$ cat src/rtl/gwk_pkg.sv
package gwk_pkg;

  // register addresses on the local bus
  localparam int ADDR_SEL = 0;
  localparam int ADDR_CFG = 1;
  localparam int ADDR_STS = 2;

  // bit positions inside the configuration window
  localparam int CFG_DEB_BIT = 6;
  localparam int CFG_POL_BIT = 5;
  localparam int CFG_LVL_BIT = 4;
  localparam int CFG_EN_BIT  = 2;

  typedef struct packed {
    logic debEn;
    logic pol;
    logic lvlMode;
    logic gpEn;
  } gwk_cfg_t;

  typedef struct packed {
    logic selWr;
    logic cfgWr;
    logic stsWr;
  } gwk_strobe_t;

endpackage

$ cat src/rtl/gwk_ctrl.sv
module gwk_ctrl
  import gwk_pkg::*;
#(
  parameter int DATA_W  = 32,
  parameter int ADDR_W  = 2,
  parameter int IDX_W   = 6,
  parameter int NUM_CAP = 32
) (
  input  logic               clk,
  input  logic               rstN,
  input  logic [ADDR_W-1:0]  busAddr,
  input  logic               busWr,
  input  logic [DATA_W-1:0]  busWdata,
  input  gwk_cfg_t           cfgRd,
  input  logic [NUM_CAP-1:0] stsVec,
  output gwk_strobe_t        strobe,
  output logic [IDX_W-1:0]   selIdx,
  output logic [DATA_W-1:0]  busRdata
);

  logic [IDX_W-1:0] selQ;
  logic hitSel, hitCfg, hitSts;

  assign hitSel = (busAddr == ADDR_W'(ADDR_SEL));
  assign hitCfg = (busAddr == ADDR_W'(ADDR_CFG));
  assign hitSts = (busAddr == ADDR_W'(ADDR_STS));

  always_comb begin
    strobe.selWr = busWr && hitSel;
    strobe.cfgWr = busWr && hitCfg;
    strobe.stsWr = busWr && hitSts;
  end

  always_ff @(posedge clk or negedge rstN) begin
    if (!rstN) begin
      selQ <= '0;
    end else if (strobe.selWr) begin
      selQ <= busWdata[IDX_W-1:0];
    end
  end

  assign selIdx = selQ;

  always_comb begin
    busRdata = '0;
    if (hitSel) begin
      busRdata = DATA_W'(selQ);
    end else if (hitCfg) begin
      busRdata[CFG_DEB_BIT] = cfgRd.debEn;
      busRdata[CFG_POL_BIT] = cfgRd.pol;
      busRdata[CFG_LVL_BIT] = cfgRd.lvlMode;
      busRdata[CFG_EN_BIT]  = cfgRd.gpEn;
    end else if (hitSts) begin
      busRdata = DATA_W'(stsVec);
    end
  end

endmodule

$ cat src/rtl/gwk_wake_cell.sv
module gwk_wake_cell
  import gwk_pkg::*;
#(
  parameter int DEB_TICKS = 16
) (
  input  logic     clk,
  input  logic     rstN,
  input  logic     pinRaw,
  input  logic     msTick,
  input  gwk_cfg_t cfg,
  input  logic     clrReq,
  output logic     stsOut
);

  localparam int CNT_W = (DEB_TICKS > 1) ? $clog2(DEB_TICKS) : 1;

  logic syncA, syncB;
  logic debQ, lvlQ, stsQ;
  logic [CNT_W-1:0] cntQ;
  logic filt, hit, edgeHit, levelHit;

  always_ff @(posedge clk or negedge rstN) begin
    if (!rstN) begin
      syncA <= 1'b0;
      syncB <= 1'b0;
    end else begin
      syncA <= pinRaw;
      syncB <= syncA;
    end
  end

  // accept a new level after DEB_TICKS ticks of continuous disagreement
  always_ff @(posedge clk or negedge rstN) begin
    if (!rstN) begin
      debQ <= 1'b0;
      cntQ <= '0;
    end else if (syncB == debQ) begin
      cntQ <= '0;
    end else if (msTick) begin
      if (cntQ == CNT_W'(DEB_TICKS - 1)) begin
        debQ <= syncB;
        cntQ <= '0;
      end else begin
        cntQ <= cntQ + 1'b1;
      end
    end
  end

  assign filt     = cfg.debEn ? debQ : syncB;
  assign edgeHit  = cfg.pol ? (filt & ~lvlQ) : (~filt & lvlQ);
  assign levelHit = (filt == cfg.pol);
  assign hit      = cfg.gpEn & (cfg.lvlMode ? levelHit : edgeHit);

  always_ff @(posedge clk or negedge rstN) begin
    if (!rstN) begin
      lvlQ <= 1'b0;
      stsQ <= 1'b0;
    end else begin
      lvlQ <= filt;
      stsQ <= hit | (stsQ & ~clrReq);
    end
  end

  assign stsOut = stsQ;

endmodule

$ cat src/rtl/gwk_datapath.sv
module gwk_datapath
  import gwk_pkg::*;
#(
  parameter int NUM_PINS     = 64,
  parameter int BANK_SIZE    = 32,
  parameter int CAP_PER_BANK = 16,
  parameter int DEB_TICKS    = 16,
  parameter int DATA_W       = 32,
  parameter int IDX_W        = $clog2(NUM_PINS),
  parameter int NUM_CAP      = (NUM_PINS / BANK_SIZE) * CAP_PER_BANK
) (
  input  logic               clk,
  input  logic               rstN,
  input  gwk_strobe_t        strobe,
  input  logic [IDX_W-1:0]   selIdx,
  input  logic [DATA_W-1:0]  wrData,
  input  logic [NUM_PINS-1:0] pinIn,
  input  logic               msTick,
  output gwk_cfg_t           cfgRd,
  output logic [NUM_CAP-1:0] stsVec,
  output logic               pmeOut
);

  gwk_cfg_t cfgArr [NUM_PINS];
  gwk_cfg_t wrCfg;

  always_comb begin
    wrCfg.debEn   = wrData[CFG_DEB_BIT];
    wrCfg.pol     = wrData[CFG_POL_BIT];
    wrCfg.lvlMode = wrData[CFG_LVL_BIT];
    wrCfg.gpEn    = wrData[CFG_EN_BIT];
  end

  for (genvar p = 0; p < NUM_PINS; p++) begin : g_pin
    localparam int BANK    = p / BANK_SIZE;
    localparam int OFF     = p % BANK_SIZE;
    localparam int STS_IDX = BANK * CAP_PER_BANK + OFF;

    logic wrThis;
    assign wrThis = strobe.cfgWr && (selIdx == IDX_W'(p));

    if (OFF < CAP_PER_BANK) begin : g_cap
      gwk_cfg_t cfgQ;

      always_ff @(posedge clk or negedge rstN) begin
        if (!rstN) begin
          cfgQ <= '{debEn: 1'b1, pol: 1'b0, lvlMode: 1'b0, gpEn: 1'b1};
        end else if (wrThis) begin
          cfgQ <= wrCfg;
        end
      end

      assign cfgArr[p] = cfgQ;

      gwk_wake_cell #(.DEB_TICKS(DEB_TICKS)) u_cell (
        .clk    (clk),
        .rstN   (rstN),
        .pinRaw (pinIn[p]),
        .msTick (msTick),
        .cfg    (cfgQ),
        .clrReq (strobe.stsWr && wrData[STS_IDX]),
        .stsOut (stsVec[STS_IDX])
      );
    end else begin : g_plain
      logic enQ;
      logic unusedPin;

      always_ff @(posedge clk or negedge rstN) begin
        if (!rstN) begin
          enQ <= 1'b1;
        end else if (wrThis) begin
          enQ <= wrCfg.gpEn;
        end
      end

      assign cfgArr[p] = '{debEn: 1'b0, pol: 1'b0, lvlMode: 1'b0, gpEn: enQ};
      assign unusedPin = pinIn[p];
    end
  end

  assign cfgRd  = cfgArr[selIdx];
  assign pmeOut = |stsVec;

endmodule

$ cat src/rtl/gpio_wake_cfg.sv
module gpio_wake_cfg
  import gwk_pkg::*;
#(
  parameter int NUM_PINS     = 64,
  parameter int BANK_SIZE    = 32,
  parameter int CAP_PER_BANK = 16,
  parameter int DEB_TICKS    = 16,
  parameter int DATA_W       = 32,
  parameter int ADDR_W       = 2
) (
  input  logic                clk,
  input  logic                rstN,
  input  logic [ADDR_W-1:0]   busAddr,
  input  logic                busWr,
  input  logic [DATA_W-1:0]   busWdata,
  output logic [DATA_W-1:0]   busRdata,
  input  logic [NUM_PINS-1:0] pinIn,
  input  logic                msTick,
  output logic                pmeOut
);

  localparam int IDX_W   = $clog2(NUM_PINS);
  localparam int NUM_CAP = (NUM_PINS / BANK_SIZE) * CAP_PER_BANK;

  gwk_strobe_t        strobe;
  gwk_cfg_t           cfgRd;
  logic [IDX_W-1:0]   selIdx;
  logic [NUM_CAP-1:0] stsVec;

  gwk_ctrl #(
    .DATA_W (DATA_W),
    .ADDR_W (ADDR_W),
    .IDX_W  (IDX_W),
    .NUM_CAP(NUM_CAP)
  ) u_ctrl (
    .clk     (clk),
    .rstN    (rstN),
    .busAddr (busAddr),
    .busWr   (busWr),
    .busWdata(busWdata),
    .cfgRd   (cfgRd),
    .stsVec  (stsVec),
    .strobe  (strobe),
    .selIdx  (selIdx),
    .busRdata(busRdata)
  );

  gwk_datapath #(
    .NUM_PINS    (NUM_PINS),
    .BANK_SIZE   (BANK_SIZE),
    .CAP_PER_BANK(CAP_PER_BANK),
    .DEB_TICKS   (DEB_TICKS),
    .DATA_W      (DATA_W),
    .IDX_W       (IDX_W),
    .NUM_CAP     (NUM_CAP)
  ) u_dp (
    .clk    (clk),
    .rstN   (rstN),
    .strobe (strobe),
    .selIdx (selIdx),
    .wrData (busWdata),
    .pinIn  (pinIn),
    .msTick (msTick),
    .cfgRd  (cfgRd),
    .stsVec (stsVec),
    .pmeOut (pmeOut)
  );

endmodule

$ cat config.mk
export PLATFORM = sky130hd
export DESIGN_NAME = gpio_wake_cfg
export DESIGN_NICKNAME = d
export VERILOG_FILES = /design/src/rtl/gwk_pkg.sv /design/src/rtl/gwk_ctrl.sv /design/src/rtl/gwk_wake_cell.sv /design/src/rtl/gwk_datapath.sv /design/src/rtl/gpio_wake_cfg.sv
export SDC_FILE = /design/constraint.sdc
export NUM_CORES = 1
export LEC_CHECK = 0
export ABC_CLOCK_PERIOD_IN_PS = 3400
export BUFFER_PORTS_ARGS = -buffer_cell sky130_fd_sc_hd__buf_2
export CELL_PAD_IN_SITES_DETAIL_PLACEMENT = 2
export CELL_PAD_IN_SITES_GLOBAL_PLACEMENT = 2
export CORE_MARGIN = 2
export CORE_UTILIZATION = 42
export DETAILED_ROUTE_END_ITERATION = 12
export HOLD_SLACK_MARGIN = 0.15
export PLACE_DENSITY_LB_ADDON = 0.25
export RECOVER_POWER = 100
export SLEW_MARGIN = 10
export SYNTH_ARGS = -nofsm -noshare
export SYNTH_HDL_FRONTEND = slang
export SYNTH_SLANG_ARGS = --single-unit
$ cat constraint.sdc
create_clock -name clk -period 3.4 [get_ports clk]
set_clock_uncertainty 0.2 [all_clocks]
set_input_delay 0.68 -clock clk [delete_from_list [all_inputs] [get_ports clk]]
set_output_delay 0.68 -clock clk [all_outputs]
set_load 0.05 [all_outputs]
==> metrics.log <==
INFO  metric outcome = complete, but fails checks
INFO  metric failed_checks = capacitance limit, slew limit, setup timing
INFO  metric io_buffer_count = 102
INFO  metric cp_max_fo = 7
INFO  metric end_kind = primary output
INFO  metric drt_pass1_iterations = 5
INFO  metric pin_count_of_the_biggest_net_entering_global_routing = 159
INFO  metric number_of_flops_mapped_to_enable_cells_by_yosys = 0
INFO  metric hold_path.class = flop to flop
INFO  metric die_x = about 230 um
INFO  metric max_freq = 264 MHz
INFO  metric power.share.sequential = 45.2%
INFO  metric finalHoldViolCount = 0
INFO  metric route.detailed.vias_per_inst = 5.74
INFO  metric flow.area_growth_from_synthesis = 17.6%
INFO  metric yosysUniqueCellTypes = 43
INFO  metric detailroute.via_count = about 15000
INFO  metric critPathLaunchType = flop
INFO  metric root_buffer = clkbuf_16
INFO  metric cpPeakStageDelay = 0.54 ns
INFO  metric clock_insertion_delay_worst_skew = around 0.6 ns
INFO  metric clock_power_share = 37.7%
INFO  metric power.density = 621 nW/um2
INFO  metric yosys.area.top_type = dfrtp_1
INFO  metric wl = 63100 um
INFO  metric required = 2.52 ns
INFO  metric final_routed_wire_length_divided_by_cell_count = 24.4 um
INFO  metric synth_cells = roughly 1700
INFO  metric path_buf_inv = 3
INFO  metric gp_congestion = 0.814
INFO  metric finalWorstPathRequiredPeriod = 3.79 ns
INFO  metric cts_tree = built
INFO  metric ir_drop = 0.350 mV
INFO  metric placementRows = about 80
INFO  metric first_pass_grt_wire_length = 99500 um
INFO  metric placed_instance_count = 2435
INFO  metric rsz0062_at_grt = yes
INFO  metric crit_path_cells = buf_6 -> buf_12 -> mux4_2 -> mux4_2 -> o211ai_1 -> o22ai_1 -> buf_4
INFO  metric chipHeight = 227 um
INFO  metric hpwlAfterDp = 42100 um
INFO  metric internal_power = 10.8 mW
INFO  metric number_of_setup_violations_in_the_final_report = 4
INFO  metric max-cap-violations = 2
INFO  metric synthesized_area_divided_by_synthesized_cell_count = between 10 and 15 um2
INFO  metric post_layout_nonfiller_instances = 2584
INFO  metric cp_data_arrival_time = 2.91 ns
INFO  metric power_switching = 4.48 mW
INFO  metric synth_top_area_share = a little over two fifths
INFO  metric core-area = 49100 um2
INFO  metric worstMarginPinSlew = 2.00 ns
INFO  metric cts_htree_levels = 2
INFO  metric global_route.overflow_total = 0
INFO  metric synth_seq_area_share = 55.0%
INFO  metric fraction_of_layout_cells_with_a_size_suffix_above_1 = between 20% and 30%
INFO  metric slowest_stage = mux4_2
INFO  metric final_antenna_net_count = 0
INFO  metric timing_max_transition_violations_final = about 220
INFO  metric critical_path.most_common_cell = mux4_2
INFO  metric cellLeakagePower = 10.6 nW
INFO  metric pre_cts_slack = 0.108 ns
INFO  metric gr-usage-all-layers = around a quarter
INFO  metric cpLargestDelayFamily = multiplexers
INFO  metric comb_power_share = 17.1%
INFO  metric netlist_area = 20900 um2
INFO  metric first_global_vias = between 15000 and 20000
INFO  metric drt-initial-drc-count = approximately 760
INFO  metric ys.flop_type = dfrtp_1
INFO  metric ios = 135
INFO  metric asyncSetResetFlopFracSynth = 100%
INFO  metric yosysWarningCount = 0
INFO  metric cts_buffer_depth = 3
INFO  metric synth_fp_nets = about 1800
INFO  metric fin_crit_sh = 112%
INFO  metric nets = 2010
INFO  metric swShare = 29.4%
INFO  metric post-route-worst-setup-slack = -0.392 ns
INFO  metric cts.clk_slew.worst_paths = 0.06 ns
INFO  metric start_util = 42.6%
INFO  metric synth_seq_cells = 454
INFO  metric max-slew-margin-rel = -33.6%
INFO  metric post_synth_main_area_contributors = dfrtp_1 43%, mux2_2 12%, dfstp_2 12%
INFO  metric clock_buffer_count_from_cts = 51
INFO  metric antenna_violations_before_repair = 0
INFO  metric drc = 0
INFO  metric criticalPathCategory = flop to primary output
INFO  metric die-area = 51500 um2
INFO  metric tritoncts_num_sinks = approximately 450
[power groups by stage]
stage | registers [mW] | logic, mW | clock network (mW)
final | 6.90 | 2.62 | 5.75
after global routing | 6.98 | 2.81 | 6.09
after CTS | 6.88 | 2.66 | 5.88
after detailed placement | 6.94 | 2.50 | 0
after global placement | 6.89 | 2.39 | 0
after floorplan | 6.60 | 1.73 | 0
[worst reg2reg max path: cells and delay by family (launching register included)]
kind / cells / cell delay [ns]
flops: 1 / 0.63
mux: 1 / 0.42
simple gates: 3 / 1.34
[per-stage QoR]
step	setup TNS (ns)	hold WS, ns	instance area (um2)	power (mW)	util (%)
after floorplan	0	0.131	20900	8.33	-
after global placement	0	0.135	22300	9.28	45.5
after detailed placement	0	0.136	22300	9.44	45.5
after CTS	-1.44	0.150	24700	15.4	50.3
after global routing	-16.48	0.158	24600	15.9	50.1
final	-1.39	0.148	24600	15.3	50.1
[repair_timing]
item	4_1_cts	5_1_grt
setup endpoints to repair	5	4
hold endpoints to repair	90	0
setup buffers	4	0
pin swaps	1	3
gates resized for setup	17	4
gates cloned	1	0
hold buffers	47	0
[final cells by class]
type,instances,area [um2]
Multi-Input combinational cell,1179,9120
Fill cell,4806,24500
Clock buffer,78,1530
Sequential cell,454,11500
Clock inverter,18,215
Antenna cell,1,2.50
Timing Repair Buffer,189,1380
Tap cell,664,831
Inverter,1,3.75
[per-layer routing]
layer,vias up,track usage [%],share of wire (%)
met5,-,0,0
met4,0,6.87,2.3
met3,86,2.59,2.2
met2,218,47.4,55
met1,7963,30.5,41
li1,6569,-,-
[state kept, by name (all words and copies together), names as in the netlist]
name / count
u_dp.g_pin.g_plain.enQ: 32
u_dp.g_pin.g_cap.u_cell.syncA: 32
u_dp.g_pin.g_cap.u_cell.syncB: 32
u_dp.g_pin.g_cap.u_cell.debQ: 32
u_dp.g_pin.g_cap.u_cell.lvlQ: 32
u_dp.g_pin.g_cap.u_cell.cntQ: 128
u_dp.g_pin.g_cap.u_cell.stsOut: 32
u_ctrl.selIdx: 6
u_dp.cfgArr: 128
[final timing paths]
kind / start / to / slack [ns] / depth (start not counted)
hold reg to reg: u_dp.g_pin[39].g_cap.u_cell.syncA / u_dp.g_pin[39].g_cap.u_cell.syncB / 0.15 / 0
max in group asynchronous: rstN / u_dp.g_pin[1].g_cap.u_cell.debQ / 0.27 / 3
setup reg to reg: u_ctrl.selIdx[5] / u_dp.cfgArr[217] / 0.69 / 4
min in group asynchronous: rstN / u_dp.g_pin[11].g_cap.u_cell.cntQ[0] / 0.92 / 2
setup / recovery: u_ctrl.selIdx[0] / busRdata[5] / -0.39 / 7
hold / removal: u_dp.g_pin[39].g_cap.u_cell.syncA / u_dp.g_pin[39].g_cap.u_cell.syncB / 0.15 / 0
[cell usage in the layout (no fill, tap or decap), drive strengths merged, types with 4 or more instances in the layout]
cell type      n
dfrtp        358
nand4         34
nand2        119
a21oi         65
clkinv        10
a41oi         29
ha            32
xor2          32
xnor2         32
inv            4
nor2         204
nand3         70
nor4          11
mux2i         51
nand2b        37
a22o          32
nor2b          8
buf          124
and2          26
mux4          45
o31ai         32
bufinv         4
dlygate4sd3   47
dfstp         96
clkbuf        96
mux2         230
a311oi        30
nor3          39
[cell families after synthesis]
logic type                 after synthesis  synth area share, %
AOI/OAI and AO/OA                      199                 6.87
xor gates and xnor gates                64                 2.68
adders and majority gates               32                 1.92
buffers and inverters                   75                 1.65
DFF                                    454                 55.0
muxes                                  326                 19.7
and+or+nand+nor                        558                 12.2
[synthesized netlist by cell type (4+ instances only)]
library cell and number:
ha_1 32, xnor2_1 32, buf_2 16, dfrtp_1 358, nand2b_1 37, buf_1 4
xor2_1 32, a21oi_1 65, nand4_1 34, mux2i_1 51, nand3_1 70, o31ai_1 32
clkbuf_1 44, nor4_1 11, nor3_1 39, a41oi_1 29, and2_1 26, nor2b_1 7
a22o_1 32, nor2_1 204, mux2_2 230, nand2_1 119, mux4_2 45, a311oi_1 30
buf_4 7, dfstp_2 96
No activity file was read; power rests on OpenSTA's default activity.
